<file path="src/rtl/osd_seq_pkg.sv">
package osd_seq_pkg;
  localparam int FONT_PX = 12;
  localparam int FPX_W   = 4;

  // pixel on which the window-open decision is registered (one before start)
  function automatic int open_px(input logic [7:0] code);
    return int'(code) * 4 + 29;
  endfunction
endpackage

</file>
<file path="src/rtl/osd_rst_sync.sv">
module osd_rst_sync (
  input  logic clk,
  input  logic rst_n,
  output logic rst_sync_n
);
  logic [1:0] sync_q;

  always_ff @(posedge clk or negedge rst_n) begin
    if (!rst_n) sync_q <= 2'b00;
    else        sync_q <= {sync_q[0], 1'b1};
  end

  assign rst_sync_n = sync_q[1];
endmodule

</file>
<file path="src/rtl/osd_hv_timing.sv">
module osd_hv_timing
  import osd_seq_pkg::*;
#(
  parameter int HCNT_W = 12,
  parameter int LINE_W = 11,
  parameter int MASK_W = 32,
  parameter int COL_W  = 6
) (
  input  logic              clk,
  input  logic              rst_n,
  input  logic              hfly,
  input  logic              vsync,
  input  logic [7:0]        hcode,
  input  logic [7:0]        vcode,
  input  logic [MASK_W-1:0] mask,
  input  logic [COL_W-1:0]  ncol,
  output logic              hrise,
  output logic [HCNT_W-1:0] hcnt,
  output logic [HCNT_W-1:0] trig,
  output logic              line_ok,
  output logic [MASK_W-1:0] sh_mask,
  output logic [COL_W-1:0]  sh_ncol,
  output logic              cfg_err
);
  localparam logic [HCNT_W-1:0] HMAX = '1;
  localparam logic [LINE_W-1:0] LMAX = '1;

  logic              hfly_q, vs_q, vrise;
  logic [HCNT_W-1:0] hcnt_q, hcnt_d;
  logic [LINE_W-1:0] line_q, line_d;
  logic [7:0]        shh_q, shh_d, shv_q, shv_d;
  logic [MASK_W-1:0] shm_q, shm_d;
  logic [COL_W-1:0]  shn_q, shn_d;
  logic              err_q, err_d;

  assign hrise = hfly & ~hfly_q;
  assign vrise = vsync & ~vs_q;

  always_comb begin
    hcnt_d = hcnt_q;
    if (hrise)             hcnt_d = '0;
    else if (hcnt_q != HMAX) hcnt_d = hcnt_q + 1'b1;

    line_d = line_q;
    if (vrise)                       line_d = '0;
    else if (hrise && line_q != LMAX) line_d = line_q + 1'b1;

    shh_d = shh_q;
    shv_d = shv_q;
    shm_d = shm_q;
    shn_d = shn_q;
    err_d = err_q;
    if (vrise) begin
      shh_d = hcode;
      shv_d = vcode;
      shm_d = mask;
      shn_d = ncol;
      err_d = (hcode <= 8'd2);
    end
  end

  always_ff @(posedge clk or negedge rst_n) begin
    if (!rst_n) begin
      hfly_q <= 1'b0;
      vs_q   <= 1'b0;
      hcnt_q <= '0;
      line_q <= '0;
      shh_q  <= '0;
      shv_q  <= '0;
      shm_q  <= '0;
      shn_q  <= '0;
      err_q  <= 1'b0;
    end else begin
      hfly_q <= hfly;
      vs_q   <= vsync;
      hcnt_q <= hcnt_d;
      line_q <= line_d;
      shh_q  <= shh_d;
      shv_q  <= shv_d;
      shm_q  <= shm_d;
      shn_q  <= shn_d;
      err_q  <= err_d;
    end
  end

  assign hcnt    = hcnt_q;
  assign trig    = HCNT_W'(open_px(shh_q));
  assign line_ok = line_q >= LINE_W'({shv_q, 1'b0});
  assign sh_mask = shm_q;
  assign sh_ncol = shn_q;
  assign cfg_err = err_q;
endmodule

</file>
<file path="src/rtl/osd_col_seq.sv">
module osd_col_seq
  import osd_seq_pkg::*;
#(
  parameter int HCNT_W = 12,
  parameter int MASK_W = 32,
  parameter int COL_W  = 6
) (
  input  logic              clk,
  input  logic              rst_n,
  input  logic              hrise,
  input  logic [HCNT_W-1:0] hcnt,
  input  logic [HCNT_W-1:0] trig,
  input  logic              en,
  input  logic [MASK_W-1:0] mask,
  input  logic [COL_W-1:0]  ncol,
  output logic              act,
  output logic [COL_W-1:0]  col,
  output logic [FPX_W-1:0]  fpx,
  output logic              dbl
);
  localparam int MI_W = $clog2(MASK_W);
  localparam logic [FPX_W-1:0] FPX_LAST = FPX_W'(FONT_PX - 1);

  logic             act_q, act_d, done_q, done_d, rep_q, rep_d;
  logic [COL_W-1:0] col_q, col_d, last_col;
  logic [FPX_W-1:0] fpx_q, fpx_d;
  logic [MI_W-1:0]  midx;

  assign midx     = col_q[MI_W-1:0];
  assign dbl      = (col_q < COL_W'(MASK_W)) && mask[midx];
  assign last_col = ncol - 1'b1;

  always_comb begin
    act_d  = act_q;
    done_d = done_q;
    rep_d  = rep_q;
    col_d  = col_q;
    fpx_d  = fpx_q;
    if (hrise) begin
      act_d  = 1'b0;
      done_d = 1'b0;
      rep_d  = 1'b0;
      col_d  = '0;
      fpx_d  = '0;
    end else if (!act_q) begin
      if (!done_q && en && hcnt == trig) act_d = 1'b1;
    end else if (dbl && !rep_q) begin
      rep_d = 1'b1;
    end else begin
      rep_d = 1'b0;
      if (fpx_q == FPX_LAST) begin
        fpx_d = '0;
        if (col_q == last_col) begin
          act_d  = 1'b0;
          done_d = 1'b1;
          col_d  = '0;
        end else begin
          col_d = col_q + 1'b1;
        end
      end else begin
        fpx_d = fpx_q + 1'b1;
      end
    end
  end

  always_ff @(posedge clk or negedge rst_n) begin
    if (!rst_n) begin
      act_q  <= 1'b0;
      done_q <= 1'b1;
      rep_q  <= 1'b0;
      col_q  <= '0;
      fpx_q  <= '0;
    end else begin
      act_q  <= act_d;
      done_q <= done_d;
      rep_q  <= rep_d;
      col_q  <= col_d;
      fpx_q  <= fpx_d;
    end
  end

  assign act = act_q;
  assign col = col_q;
  assign fpx = fpx_q;
endmodule

</file>
<file path="src/rtl/osd_win_seq.sv">
module osd_win_seq
  import osd_seq_pkg::*;
#(
  parameter int HCNT_W = 12,
  parameter int LINE_W = 11,
  parameter int MASK_W = 32,
  parameter int COL_W  = 6
) (
  input  logic              clk,
  input  logic              rst_n,
  input  logic              hflyback,
  input  logic              vsync,
  input  logic [7:0]        hstart_code,
  input  logic [7:0]        vstart_code,
  input  logic [MASK_W-1:0] dbl_mask,
  input  logic [COL_W-1:0]  col_count,
  output logic              in_window,
  output logic [COL_W-1:0]  col_idx,
  output logic [FPX_W-1:0]  font_px,
  output logic              cfg_err
);
  logic              rst_sync_n, hrise, line_ok, win_en, dbl_cur;
  logic [HCNT_W-1:0] hcnt, trig;
  logic [MASK_W-1:0] sh_mask;
  logic [COL_W-1:0]  sh_ncol;

  osd_rst_sync u_rst (
    .clk        (clk),
    .rst_n      (rst_n),
    .rst_sync_n (rst_sync_n)
  );

  osd_hv_timing #(
    .HCNT_W (HCNT_W),
    .LINE_W (LINE_W),
    .MASK_W (MASK_W),
    .COL_W  (COL_W)
  ) u_timing (
    .clk     (clk),
    .rst_n   (rst_sync_n),
    .hfly    (hflyback),
    .vsync   (vsync),
    .hcode   (hstart_code),
    .vcode   (vstart_code),
    .mask    (dbl_mask),
    .ncol    (col_count),
    .hrise   (hrise),
    .hcnt    (hcnt),
    .trig    (trig),
    .line_ok (line_ok),
    .sh_mask (sh_mask),
    .sh_ncol (sh_ncol),
    .cfg_err (cfg_err)
  );

  assign win_en = line_ok && !cfg_err && (sh_ncol != '0);

  osd_col_seq #(
    .HCNT_W (HCNT_W),
    .MASK_W (MASK_W),
    .COL_W  (COL_W)
  ) u_cols (
    .clk   (clk),
    .rst_n (rst_sync_n),
    .hrise (hrise),
    .hcnt  (hcnt),
    .trig  (trig),
    .en    (win_en),
    .mask  (sh_mask),
    .ncol  (sh_ncol),
    .act   (in_window),
    .col   (col_idx),
    .fpx   (font_px),
    .dbl   (dbl_cur)
  );
endmodule

</file>
<file path="config.mk">
export PLATFORM = sky130hd
export DESIGN_NAME = osd_win_seq
export DESIGN_NICKNAME = d
export VERILOG_FILES = /design/src/rtl/osd_seq_pkg.sv /design/src/rtl/osd_rst_sync.sv /design/src/rtl/osd_hv_timing.sv /design/src/rtl/osd_col_seq.sv /design/src/rtl/osd_win_seq.sv
export SDC_FILE = /design/constraint.sdc
export NUM_CORES = 1
export LEC_CHECK = 0
export BUFFER_PORTS_ARGS = -buffer_cell sky130_fd_sc_hd__buf_2
export CORE_AREA = 5 5 135 163
export DETAILED_ROUTE_END_ITERATION = 8
export DIE_AREA = 0 0 140 168
export SLEW_MARGIN = 10
export SYNTH_ARGS = -nofsm -noshare
export SYNTH_HDL_FRONTEND = slang
export SYNTH_SLANG_ARGS = --single-unit
</file>
<file path="constraint.sdc">
create_clock -name clk -period 3.72 [get_ports clk]
set_clock_uncertainty 0.1 [all_clocks]
set_input_delay 0.558 -clock clk [delete_from_list [all_inputs] [get_ports clk]]
set_output_delay 0.558 -clock clk [all_outputs]
set_load 0.02 [all_outputs]
</file>
Word level (Yosys, flattened, before mapping):

Index checks and enable logic that the tools add are counted.

* $add $sub $neg: 6
* multipliers: 0
* divide/modulo/power cells: 0
* order comparisons: 4
* equal/unequal tests: 6
* shift-type cells: 0
* multiplexer cells: 29
* bitwise gates (word level): 4
* reduce and logical (&&, ||, !) cells: 19

Operator list (count)
* $mux 6: 5
* $mux 12: 2
* $mux 11: 2
* $mux 4: 4
* $mux 1: 15
* $add 12x1->12 const B: 1
* $eq 12x11->1: 1
* $ne 12x12->1 const B: 1
* $add 10x5->11 const B: 1
* $add 11x1->11 const B: 1
* $ge 11x9->1: 1
* $ne 11x11->1 const B: 1
* $reduce_bool 2->1: 5
* $le 8x2->1 const B: 1
* $logic_and 1x1->1: 7
* $add 6x1->6 const B: 1
* $eq 6x6->1: 1
* $lt 5x6->1 const B: 1
* $lt 6x6->1 const B: 1
* $reduce_bool 6->1: 1
* $sub 6x1->6 const B: 1
* $bmux 1 s5: 1
* $add 4x1->4 const B: 1
* $eq 4x4->1 const B: 1
* other kinds (7): 11

* flip-flop bits (word level): 95
* bits in latches: 0
* RAM bits: 0
* bits in read-only memories: 0
* input bits: 58
* output and inout bits: 12
* logic and storage cells: 83
* memories kept: 0

Longest topological paths before layout:

Gate-level depths: netlist of the first run.

* word-level depth: 8
* depth in mapped cells: 9
* gate-level depth less buffers: 8

By module:

A second synthesis of the first run with hierarchy kept.

* cell total of the unflattened synthesis: 567
* area total of the unflattened synthesis: 5097.4 µm²

Modules (own cells, without submodules)
* osd_hv_timing: instances 1, cells an instance 408, area each 3676.0 µm², sequential area each 2001.9 µm²
* osd_col_seq: instances 1, cells an instance 152, area each 1340.0 µm², sequential area each 326.6 µm²
* osd_rst_sync: instances 1, cells an instance 3, area each 53.8 µm², sequential area each 50.0 µm²
* osd_win_seq: instances 1, cells an instance 4, area each 27.5 µm², sequential area each 0.0 µm²

Worst setup path after synthesis of the first run:

No wires, ideal clock.

* path kind: reg2reg
* from: register u_cols.col_q[3], in the netlist u_cols.col[3]
* to: register u_cols.fpx_q[3], in the netlist u_cols.fpx[3]
* setup time: 0.148 ns
* arrival: 1.908 ns
* required time: 3.472 ns
* slack: 1.564 ns
* cell stages (with the launch flop): 9
* buffers on the path: 2
* period minus slack after synthesis: 2.156 ns
* path through: dfrtp_1 buf_2 or4b_1 a21oi_1 a31oi_1 and4_4 buf_6 a41oi_2 a311oi_2

* cells in the longest elaborated chain, start to end: 6
* elaborated cells on any way between the ends: 7
* classes of those cells: order compare (1); eq/ne (1); mux (2); reduce/logical (3)

RTL lines
* from (decl): line osd_col_seq.sv:25 `logic [COL_W-1:0] col_q, col_d, last_col;`
* from (signal assigned): line osd_col_seq.sv:77 `col_q <= col_d;`
* $bmux 1 s5: line osd_col_seq.sv:30 `assign dbl = (col_q < COL_W'(MASK_W)) && mask[midx];`
* $mux 1 (implied by the code): line osd_col_seq.sv:30
* $logic_and 1x1->1 *: line osd_col_seq.sv:30
* $logic_and 1x1->1 *: line osd_col_seq.sv:47 `end else if (dbl && !rep_q) begin`
* $ne 2x2->1 (no source line) *
* $reduce_and 2->1 (no source line) *
* to (signal assigned): line osd_col_seq.sv:78 `fpx_q <= fpx_d;`
* to (decl): line osd_col_seq.sv:26 `logic [FPX_W-1:0] fpx_q, fpx_d;`

Every way passes the cells marked *; elsewhere a longest branch is shown, timed or not. The select of a mux whose other input is x is not followed.
A chain may end at the register's enable or synchronous reset.

Worst setup path in the final report of the first run:

* from: register u_cols.col_q[1], in the netlist u_cols.col[1]
* to: register u_cols.col_q[3], in the netlist u_cols.col[3]

* cells in the longest elaborated chain, start to end: 6
* elaborated cells on any way between the ends: 14
* classes of those cells: add/sub (1); order compare (1); eq/ne (2); mux (7); reduce/logical (3)

RTL lines
* $add 6x1->6, or another cell as far along: line osd_col_seq.sv:58 `col_d = col_q + 1'b1;`
* $mux 6 / $mux 1 (equally long branches): line osd_col_seq.sv:53, osd_col_seq.sv:30
* $mux 6 / $logic_and 1x1->1 (equally long branches): line osd_col_seq.sv:51, osd_col_seq.sv:30
* $mux 6 / $logic_and 1x1->1 (equally long branches): line osd_col_seq.sv:47
* $mux 6 / $ne 2x2->1 (equally long branches)
* $mux 6 / $reduce_and 3->1 (equally long branches)

Several ways; a longest one is shown, not always the timed one. The select of a mux whose other input is x is not followed.

==> run_results.csv, run 1 <==
group,metric,value,unit
timing,max_slew_margin,29.5,%
final_layout,area.sequential,2380,um2
floorplan,rows,57,
clock_network,clock_latency,0.34,ns
route,wirelength,11600,um
route,drc,0,
critical_path,worstSetupStartpointType,"register",
placed_design,hpwlAfterDp,8530,um
clock_network,cts_resized,0,
synthesis,yosys.area_share.xor_xnor,6.20,%
floorplan,die_y,168,um
synthesis,ys_top_cells_by_area,"dfrtp_1, mux2_2, ha_1",
synthesis,synth_top_area_cell,"dfrtp_1",
synthesis,muxShareOfSynthArea,13.2,%
placed_design,portBuffers,69,
critical_path,path_class,"reg2reg",
clock_network,cts_buffers,9,
synthesis,synthSimpleGateAreaFrac,14.7,%
global_route,grt_pass1_wl,19600,um
floorplan,ioPinCount,70,
worst_hold_path,holdCritPathClass,"reg2async",
floorplan,fp.dieW,140,um
placed_design,place_area,5560,um2
final_layout,final_nets,602,
final_layout,drive_gt1_share,26.3,%
power_and_ir_drop,vdd.ir_drop.worst,240,uV
timing,fin_crit_sh,74.3,%
clock_network,cts.sinks,95,
synthesis,yosys-top-cells-count,"dfrtp_1, mux2_2, nand2_1, nor2_1, o21ai_0",
route,wire_per_inst,14.6,um
critical_path,r2r_cells,7,
final_layout,utilization,29.2,%
synthesis,synth_compound_area_share,9.92,%
clock_network,clkTransAtPathRegs,0.07,ns
synthesis,synth.top_cell.area_share,47.6,%
critical_path,r2r_slack,0.95,ns
clock_network,root_buffer,"clkbuf_16",
synthesis,postSynth.asyncResetShare,100,%
critical_path,reg2reg_to,"u_cols.col[3]",
synthesis,syn_nets,536,
synthesis,synthFlopType,"dfrtp_1",
global_route,antenna_found_initial,0,
timing,max_freq,0.362,GHz
final_layout,multi_input_area,2390,um2
route,drt_iter0_markers,183,
clock_network,htree_levels,3,
critical_path,r2r_start,"u_cols.col[1]",
power_and_ir_drop,pwr_density_cell,432,nW/um2
route,drt-pass1-iter-count,4,
timing,min_period,2.77,ns
timing,tightest_slew,1.06,ns
timing,setup-tns-final,0,ns
synthesis,synthAdderAreaFrac,4.05,%
timing,finalSetupViolCount,0,
floorplan,dieArea,23500,um2
route,antenna_left,0,
synthesis,syn_area,4950,um2
synthesis,ys_ff_latch,95,
global_route,grt_max_degree,80,
placed_design,gp_congestion,0.795,
final_layout,stdcell_area,5870,um2
run_status,status,"finished clean",
synthesis,synth_top_family_by_area,"simple AND/OR/NAND/NOR gates",
critical_path,crit_required,3.90,ns
synthesis,synth.avg_cell_area,10.7,um2
route,vias_per_cell,4.47,
critical_path,cp_max_fo,17,
timing,finalHoldViolCount,0,
clock_network,cts_buffer_depth,2,
synthesis,ys_types,53,
critical_path,end_kind,"register",
synthesis,yosysSeqAreaShare,48.1,%
power_and_ir_drop,leakage,0.00253,uW
synthesis,ys.warnings.count,0,
global_route,grt_pass1_vias,3649,
route,via_count,3565,
final_layout,diodes,0,
global_route,gr-total-overflow,0,
final_layout,fillCellCount,2139,
synthesis,yosysMostFrequentCell,"dfrtp_1",
global_route,track_usage,10.2,%
floorplan,core-area,20100,um2
synthesis,syn_inst,462,
timing,finalMaxSlewViolations,0,
critical_path,worstPathArrival,2.94,ns
clock_network,cts_tree,"yes",
run,max_cap_violations,0,
final_layout,areaGrowthSynthToFinish,18.7,%
timing,rsz0062_at_grt,"false",
synthesis,synth-edff-count,0,
floorplan,start_util,24.6,%
==> layout make-up <==
type	instances	share of cell area [%]
flip-flops and latches	95	40.6
clock inverters	5	0.980
multi-input cells	327	40.7
well taps	265	5.65
inverters	20	1.28
repair buffers	75	6.69
clock buffers	11	4.13
==> cells in the final DEF (no fill, tap or decap), types with 2 or more instances in the layout <==
cell        Yosys  routed
nor3_1          7       7
nand2b_1        4       4
o21ai_0        25      25
dfrtp_1        94      93
nor3b_1         3       3
nor4b_1         2       2
nand4_1         8       8
nand2_1        38      38
a22oi_1         5       5
a32o_1          4       4
and2_1          2       2
nor2_1         34      34
mux2i_1        17      17
nor2b_1         4       3
and3_1          6       6
nand4b_1        2       2
a211oi_1        5       5
o211ai_1        6       6
mux2_2         43      43
nand3_1        18      18
nand3b_1        3       3
a31oi_1         4       4
clkinvlp_4      0       3
ha_1           16      16
xnor2_1        15      15
buf_4           0       5
inv_1          20      20
nor4_1          6       6
buf_2           3      69
a21oi_1        10      10
o21a_1          2       2
xor2_1         20      20
clkbuf_16       0       9
==> per-layer routing <==
metal	global-route usage (%)	share of wire, %	vias to the layer above
met3	2.64	4.5	10
met1	13.4	46	1720
li1	-	-	1765
met4	2.28	0.87	0
met2	17.0	48	70
met5	0	0	-
==> registers in the layout, summed over array words and instances (netlist names) <==
name              flops
u_cols.act            1
u_cols.col            6
u_cols.done_q         1
u_cols.fpx            4
u_cols.rep_q          1
u_rst.sync_q          2
u_timing.cfg_err      1
u_timing.hcnt        12
u_timing.hfly_q       1
u_timing.line_q      11
u_timing.sh_mask     32
u_timing.sh_ncol      6
u_timing.shh_q        8
u_timing.shv_q        8
u_timing.vs_q         1
==> worst max-delay path, stage by stage (launching register included) <==
cell and delay [ns]:
dfrtp_1 0.87, buf_4 0.29, mux2i_1 0.22, a22oi_1 0.11
nand4_1 0.11, nand4_1 0.30, nor3_1 0.50, a32o_1 0.19
==> worst max path at each step <==
stage                    startpoint             to  slack, ns  cells past startpoint
finish                u_cols.col[1]  u_cols.col[3]       0.95                      7
global route          u_cols.col[1]  u_cols.col[3]       0.72                      7
CTS                   u_cols.col[1]  u_cols.col[3]       0.97                      7
detailed placement    u_cols.col[1]  u_cols.col[3]        1.0                      7
global placement      u_cols.col[1]  u_cols.col[3]       1.15                      7
floorplan           u_rst.sync_q[1]     u_cols.act       0.78                      0
==> power breakdown <==
| part | internal (uW) | leakage, uW | switching (uW) |
|---|---|---|---|
| Combinational | 185 | 0.00120 | 174 |
| Sequential | 1140 | 0.00119 | 97.6 |
| Clock | 539 | 0.000138 | 399 |
| Total | 1860 | 0.00253 | 670 |
==> kinds of logic (layout without fill, tap and decap cells) <==
| group | count (synthesis) | in the layout |
|---|---|---|
| simple gates | 144 | 144 |
| other cells | 1 | 1 |
| flops | 95 | 95 |
| compound gates | 71 | 71 |
| mux | 60 | 60 |
| xor+xnor | 35 | 35 |
| buf+inv | 40 | 111 |
| fa+ha+maj | 16 | 16 |
==> stage by stage <==
stage / total power [uW] / worst slack (ns) / hold WS (ns) / cells
2_1_floorplan: 1500 / 0.780 / 0.162 / 462
3_3_place_gp: 1620 / 1.15 / 0.143 / 781
3_5_place_dp: 1620 / 0.998 / 0.140 / 781
4_1_cts: 2570 / 0.969 / 0.147 / 798
5_1_grt: 2680 / 0.725 / 0.168 / 798
6_report: 2530 / 0.955 / 0.131 / 798
==> timing repair <==
item / 4_1_cts / 5_1_grt
buffers inserted: 0 / 0
hold endpoints to repair: 2 / 0
endpoints found under the setup margin: 0 / 0
hold buffers: 1 / 0
No activity file was read; power rests on OpenSTA's default activity.
==> run 2: changes to the inputs <==
--- a/config.mk
+++ b/config.mk
@@ -5,10 +5,11 @@
 export SDC_FILE = /design/constraint.sdc
 export NUM_CORES = 1
 export LEC_CHECK = 0
+export ABC_AREA = 1
 export BUFFER_PORTS_ARGS = -buffer_cell sky130_fd_sc_hd__buf_2
-export CORE_AREA = 5 5 135 163
+export CORE_AREA = 5 5 139 167
 export DETAILED_ROUTE_END_ITERATION = 8
-export DIE_AREA = 0 0 140 168
+export DIE_AREA = 0 0 144 172
 export SLEW_MARGIN = 10
 export SYNTH_ARGS = -nofsm -noshare
 export SYNTH_HDL_FRONTEND = slang
==> constraint.sdc (replaced) <==
create_clock -name clk -period 2.4 [get_ports clk]
set_clock_uncertainty 0.1 [all_clocks]
set_input_delay 0.36 -clock clk [delete_from_list [all_inputs] [get_ports clk]]
set_output_delay 0.36 -clock clk [all_outputs]
set_load 0.02 [all_outputs]
==> run 2 against run 1 <==
Non-clock buffer count increased by 4. Total power increased by 82%. Hold slack got worse by 0.096 ns. Core utilization decreased by 0.19 points. Critical endpoint is now u_cols.col[5]. Largest power group unchanged.
==> run_results.csv, run 2 <==
group,metric,value,unit
run_status,status,"finished clean",
synthesis,synth_top_family_by_area,"simple AND/OR/NAND/NOR gates",
clock_network,cts.sinks,95,
synthesis,syn_area,5240,um2
floorplan,ioPinCount,70,
final_layout,diodes,0,
timing,max_slew_margin,54.7,%
synthesis,synth.top_cell.area_share,44.9,%
synthesis,ys_types,37,
power_and_ir_drop,vdd.ir_drop.worst,329,uV
critical_path,r2r_slack,0.40,ns
route,wl_met3,447,um
power_and_ir_drop,leakage,0.00318,uW
critical_path,worstSetupStartpointType,"register",
clock_network,postCtsSetupBuffers,0,
synthesis,ys.warnings.count,0,
worst_hold_path,holdCritPathClass,"in2reg",
floorplan,start_util,24.4,%
timing,min_period,2.00,ns
synthesis,yosys-top-cells-count,"nand2_1, dfrtp_1, inv_1, nand3_1, nor2_1",
placed_design,pre_cts_ws,0.437,ns
final_layout,drive_gt1_share,15.9,%
synthesis,synth_top_area_cell,"dfrtp_1",
route,highest_layer,"met4",
timing,fin_crit_sh,83.2,%
synthesis,synth.avg_cell_area,7.42,um2
global_route,antenna_found_initial,0,
floorplan,die_y,172,um
critical_path,cp_max_fo,8,
global_route,track_usage,11.0,%
route,drt_iter0_markers,258,
final_layout,final_nets,849,
timing,rsz0062_at_grt,"false",
route,drt-pass1-iter-count,5,
critical_path,worstPathArrival,2.13,ns
final_layout,layout.cells.non_filler,1054,
synthesis,synthFlopType,"dfrtp_1",
route,met1_length,6180,um
power_and_ir_drop,finalPower,4610,uW
synthesis,muxShareOfSynthArea,0,%
critical_path,path_class,"reg2reg",
clock_network,htree_levels,3,
clock_network,cts_tree,"yes",
timing,setup-tns-final,0,ns
clock_network,cts_buffers,9,
synthesis,ys_top_cells_by_area,"dfrtp_1, nand2_1, nand3_1",
final_layout,layout_commonest_cell,"nand2_1",
placed_design,gp_congestion,0.790,
synthesis,postSynth.asyncResetShare,100,%
final_layout,largest_reg_flops,32,
timing,tightest_slew,0.680,ns
global_route,grt_pass1_wl,22100,um
clock_network,root_buffer,"clkbuf_16",
synthesis,yosysSeqAreaShare,45.4,%
route,vias_per_cell,4.32,
route,antenna_left,0,
placed_design,hpwlAfterDp,9940,um
synthesis,synth_compound_area_share,6.88,%
run,max_cap_violations,0,
synthesis,synthAdderAreaFrac,3.82,%
timing,finalHoldViolCount,0,
clock_network,clkTransAtPathRegs,0.08,ns
floorplan,fp.dieW,144,um
global_route,gr-total-overflow,0,
route,drc,0,
synthesis,ys_ff_latch,95,
floorplan,dieArea,24800,um2
synthesis,syn_inst,706,
placed_design,portBuffers,69,
global_route,grt_pass1_vias,4568,
critical_path,end_kind,"register",
timing,fin_hold_ws,0.0356,ns
timing,max_freq,0.501,GHz
route,via_count,4550,
clock_network,cts_resized,0,
timing,setup_slack,0.404,ns
final_layout,final_cell_mix,"nand2_1, dfrtp_1, buf_2, inv_1, nand3_1",
synthesis,syn_nets,780,
floorplan,core-area,21500,um2
clock_network,clock_latency,0.35,ns
global_route,grt_max_degree,77,
synthesis,synthSimpleGateAreaFrac,34.2,%
synthesis,yosysMostFrequentCell,"nand2_1",
placed_design,dpl.cell_count,1037,
route,wire_per_inst,12.4,um
final_layout,areaGrowthSynthToFinish,18.9,%
clock_network,cts_buffer_depth,2,
synthesis,synth-edff-count,0,
timing,finalMaxSlewViolations,0,
route,wl_met2,6300,um
synthesis,yosys.area_share.xor_xnor,2.67,%
route,wirelength,13100,um
timing,finalSetupViolCount,0,
floorplan,rows,59,
critical_path,crit_required,2.53,ns
power_and_ir_drop,pwr_density_cell,740,nW/um2
-- run 2: cell count changes in the layout (fill, tap and decap cells not counted), moves of 9 or more --
cell	previous run	this run
nor2_1	34	48
mux2i_1	17	0
nand3_1	18	59
nand2_1	38	276
a21oi_1	10	19
mux2_2	43	0
xnor2_1	15	2
inv_1	20	66
-- run 2: what timing repair did --
item	in CTS	in global routing
endpoints found under the setup margin	0	0
hold buffers	1	0
endpoints found under the hold margin	2	0
-- run 2: final cells by class --
type,count,area (um2)
inverters,70,263
clock inverters,7,80.1
fillers,2317,15300
repair buffers,79,435
flip-flops and latches,95,2380
clock buffers,9,225
well taps,274,343
multi-input cells,520,2500
-- run 2: worst paths after layout --
path,start,end,cells after the start
min in group asynchronous,rst_n,u_rst.sync_q[1],2
worst max register to register,u_timing.sh_ncol[0],u_cols.col[5],13
max in group asynchronous,u_rst.sync_q[1],u_cols.done_q,1
worst min-delay path,vsync,u_timing.vs_q,1
worst max-delay path,u_timing.sh_ncol[0],u_cols.col[5],13
worst min register to register,u_rst.sync_q[1],u_timing.sh_mask[27],0
-- run 2: kinds of logic after synthesis --
kind of cell | count (synthesis)
AOI/OAI and AO/OA | 64
xor gates and xnor gates | 16
adders and majority gates | 16
buffers and inverters | 91
DFF | 95
other | 1
and+or+nand+nor | 423
-- run 2: metrics by stage --
step	area [um2]	utilization [%]
after floorplan	5240	-
after global placement	5920	27.5
after detailed placement	5920	27.5
after CTS	6230	29.0
after global routing	6230	29.0
final	6230	29.0
-- run 2: worst max-delay path, stage by stage (launching register included) --
cell and delay, ns:
dfrtp_1 0.34, inv_1 0.12, ha_1 0.26, or2_2 0.31, nand3_1 0.08, nand2_1 0.05
nor2_1 0.09, nand2_1 0.06, inv_1 0.06, nand2_1 0.05, nand2_1 0.17, nor2_1 0.07
nand3_1 0.08, nand2_1 0.06
-- run 2: per-layer routing --
layer | vias to the layer above | track usage (%)
li1 | 2370 | -
met1 | 2109 | 14.6
met2 | 64 | 18.2
met3 | 7 | 2.30
met4 | 0 | 3.36
met5 | - | 0
-- run 2: power by group --
group | switching, uW | internal (uW) | total (uW)
clock | 674 | 822 | 1500
combinational | 743 | 423 | 1170
sequential | 176 | 1770 | 1950
==> run 3: changes to the inputs <==
--- a/config.mk
+++ b/config.mk
@@ -5,11 +5,11 @@
 export SDC_FILE = /design/constraint.sdc
 export NUM_CORES = 1
 export LEC_CHECK = 0
-export ABC_AREA = 1
+export ABC_AREA = 0
 export BUFFER_PORTS_ARGS = -buffer_cell sky130_fd_sc_hd__buf_2
-export CORE_AREA = 5 5 139 167
+export CORE_AREA = 5 5 135 163
 export DETAILED_ROUTE_END_ITERATION = 8
-export DIE_AREA = 0 0 144 172
+export DIE_AREA = 0 0 140 168
 export SLEW_MARGIN = 10
 export SYNTH_ARGS = -nofsm -noshare
 export SYNTH_HDL_FRONTEND = slang
==> constraint.sdc (replaced) <==
create_clock -name clk -period 1.7 [get_ports clk]
set_clock_uncertainty 0.1 [all_clocks]
set_input_delay 0.255 -clock clk [delete_from_list [all_inputs] [get_ports clk]]
set_output_delay 0.255 -clock clk [all_outputs]
set_load 0.02 [all_outputs]
==> run 3 against run 2 <==
The flow now finishes with violations (negative setup slack). Routed wire length is 3.6% lower. Clock power increased by 28%. Core utilization is 5.1 points higher. Global-route usage decreased by 0.26 points. Combinational power shrank 6%. Hold slack got worse by 0.023 ns. Count of clock-buffer cells in the layout up 2. Setup slack worse by 0.85 ns. Total power up 23%. Flip-flop and latch count is the same. Largest power group unchanged.
==> run_results.csv, run 3 (synthesis gave the netlist of run 1 again) <==
group,metric,value,unit
floorplan,die_y,168,um
critical_path,path_cells,"clkbuf_16 > mux2i_1 > a22oi_1 > a31oi_1 > nand4_1 > buf_6 > or4_1 > a21oi_2",
run_status,violations,"negative setup slack",
global_route,grt.met2_usage,18.6,%
worst_hold_path,hold_end,"u_timing.sh_ncol[0]",
clock_network,cts.sinks,95,
route,wire_per_inst,14.3,um
critical_path,reg2reg_to,"u_cols.fpx[2]",
final_layout,largest_reg_flops,32,
clock_network,clock_latency,0.35,ns
route,via_count,3949,
final_layout,drive_gt1_share,43.3,%
route,wirelength,12600,um
power_and_ir_drop,leakage,0.00299,uW
power_and_ir_drop,pwr_density_cell,830,nW/um2
global_route,grt_max_degree,46,
final_layout,final_cell_mix,"dfrtp_1, buf_4, buf_2, mux2_2, nand2_1",
worst_hold_path,hold_path_depth,3,
placed_design,pre_cts_ws,-0.436,ns
critical_path,path_class,"reg2reg",
floorplan,start_util,24.6,%
floorplan,dieArea,23500,um2
critical_path,critPathTopFamily,"simple AND/OR/NAND/NOR gates",
timing,rsz0062_at_grt,"true",
global_route,use_met1,13.4,%
clock_network,htree_levels,3,
floorplan,fp.dieW,140,um
critical_path,end_kind,"register",
timing,finalMaxSlewViolations,0,
placed_design,portBuffers,69,
worst_hold_path,holdCritPathClass,"in2reg",
final_layout,final_nets,686,
route,antenna_left,0,
clock_network,cts_tree,"yes",
final_layout,layout_commonest_cell,"dfrtp_1",
global_route,use_met3,2.78,%
run_status,status,"finished, violations left",
timing,fin_crit_sh,126,%
critical_path,cp_max_fo,7,
placed_design,hpwlAfterDp,9170,um
timing,fin_hold_ws,0.0123,ns
route,drt-pass1-iter-count,4,
floorplan,rows,57,
final_layout,areaGrowthSynthToFinish,38.6,%
critical_path,max_stage_delay,0.44,ns
floorplan,ioPinCount,70,
clock_network,cts_buffers,9,
power_and_ir_drop,vdd.ir_drop.worst,583,uV
worst_hold_path,hold_start,"col_count[0]",
placed_design,gp_congestion,0.782,
global_route,grt.busiest_layer,"met2",
clock_network,cts_buffer_depth,2,
clock_network,clkTransAtPathRegs,0.07,ns
critical_path,critPathSlowestCell,"or4_1",
critical_path,critPathBufInv,2,
critical_path,worstPathArrival,2.32,ns
global_route,antenna_found_initial,0,
timing,min_period,2.14,ns
route,vias_per_cell,4.48,
run,max_cap_violations,0,
clock_network,root_buffer,"clkbuf_16",
global_route,track_usage,10.8,%
critical_path,r2r_cells,8,
final_layout,diodes,0,
timing,setup_slack,-0.443,ns
global_route,grt_pass1_vias,4036,
timing,finalSetupViolCount,16,
global_route,gr-total-overflow,0,
floorplan,core-area,20100,um2
critical_path,r2r_start,"u_cols.col[1]",
critical_path,crit_required,1.88,ns
timing,max_freq,0.467,GHz
route,drt_iter0_markers,171,
global_route,grt_pass1_wl,20500,um
timing,finalHoldViolCount,0,
route,drc,0,
critical_path,worstSetupStartpointType,"register",
critical_path,r2r_slack,-0.44,ns
[run 3: cell types whose count changed in the layout (fill, tap and decap cells not counted), sizes merged, moves of 18 or more]
cell / previous run / this run
nor2: 52 / 34
mux2: 0 / 43
buf: 78 / 153
inv: 72 / 20
nand3: 61 / 18
nand2: 282 / 38
[run 3: metal layers]
layer  routed length (um)  share of wire (%)
met4                  148                1.2
met5                    0                  0
met1                 5450                 43
met2                 6400                 51
met3                  621                4.9
[run 3: where the power goes]
group          total (uW)  switching [uW]  internal, uW
clock                1920             888          1030
combinational        1100             507           591
sequential           2670             177          2500
[run 3: per-stage QoR]
step           total power [uW]  utilization [%]  setup TNS, ns  cells  cell area, um2
5_1_grt                    6000             34.1          -6.08    882            6850
3_5_place_dp               3740             30.7          -4.56    849            6170
2_1_floorplan              3290                -          -3.49    462            5000
6_report                   5690             34.1          -4.23    882            6850
4_1_cts                    5710             33.2          -3.70    879            6680
3_3_place_gp               3720             30.7          -4.27    849            6170
[run 3: worst min-delay path, cell delays in order]
cell	delay [ns]
buf_2	0.08
nand2_1	0.04
o21ai_0	0.06
[run 3: worst max path at each step]
stage                             start       endpoint  slack, ns  cells past startpoint
floorplan                 u_cols.col[1]  u_cols.col[4]      -0.33                      8
global placement    u_timing.sh_ncol[0]  u_cols.col[3]      -0.45                      9
detailed placement        u_cols.col[1]  u_cols.col[3]      -0.44                      7
CTS                       u_cols.col[1]  u_cols.fpx[2]      -0.36                      7
global route              u_cols.col[1]  u_cols.fpx[2]      -0.51                      8
finish                    u_cols.col[1]  u_cols.fpx[2]      -0.44                      8
[run 3: final cells by class]
| type | count | area, um2 |
|---|---|---|
| sequential | 95 | 2390 |
| timing repair buffer | 159 | 1150 |
| tap | 265 | 332 |
| inverter | 20 | 75.1 |
| multi-input combinational | 327 | 2630 |
| clock buffer | 11 | 243 |
| fill | 2067 | 13300 |
| clock inverter | 5 | 33.8 |
[run 3: repair_timing]
item / CTS / global route
setup buffers: 10 / 3
setup endpoints to repair: 21 / 31
hold buffers: 5 / 0
gates resized for setup: 22 / 33
pin swaps: 16 / 19
gates cloned: 0 / 1
endpoints found under the hold margin: 6 / 0
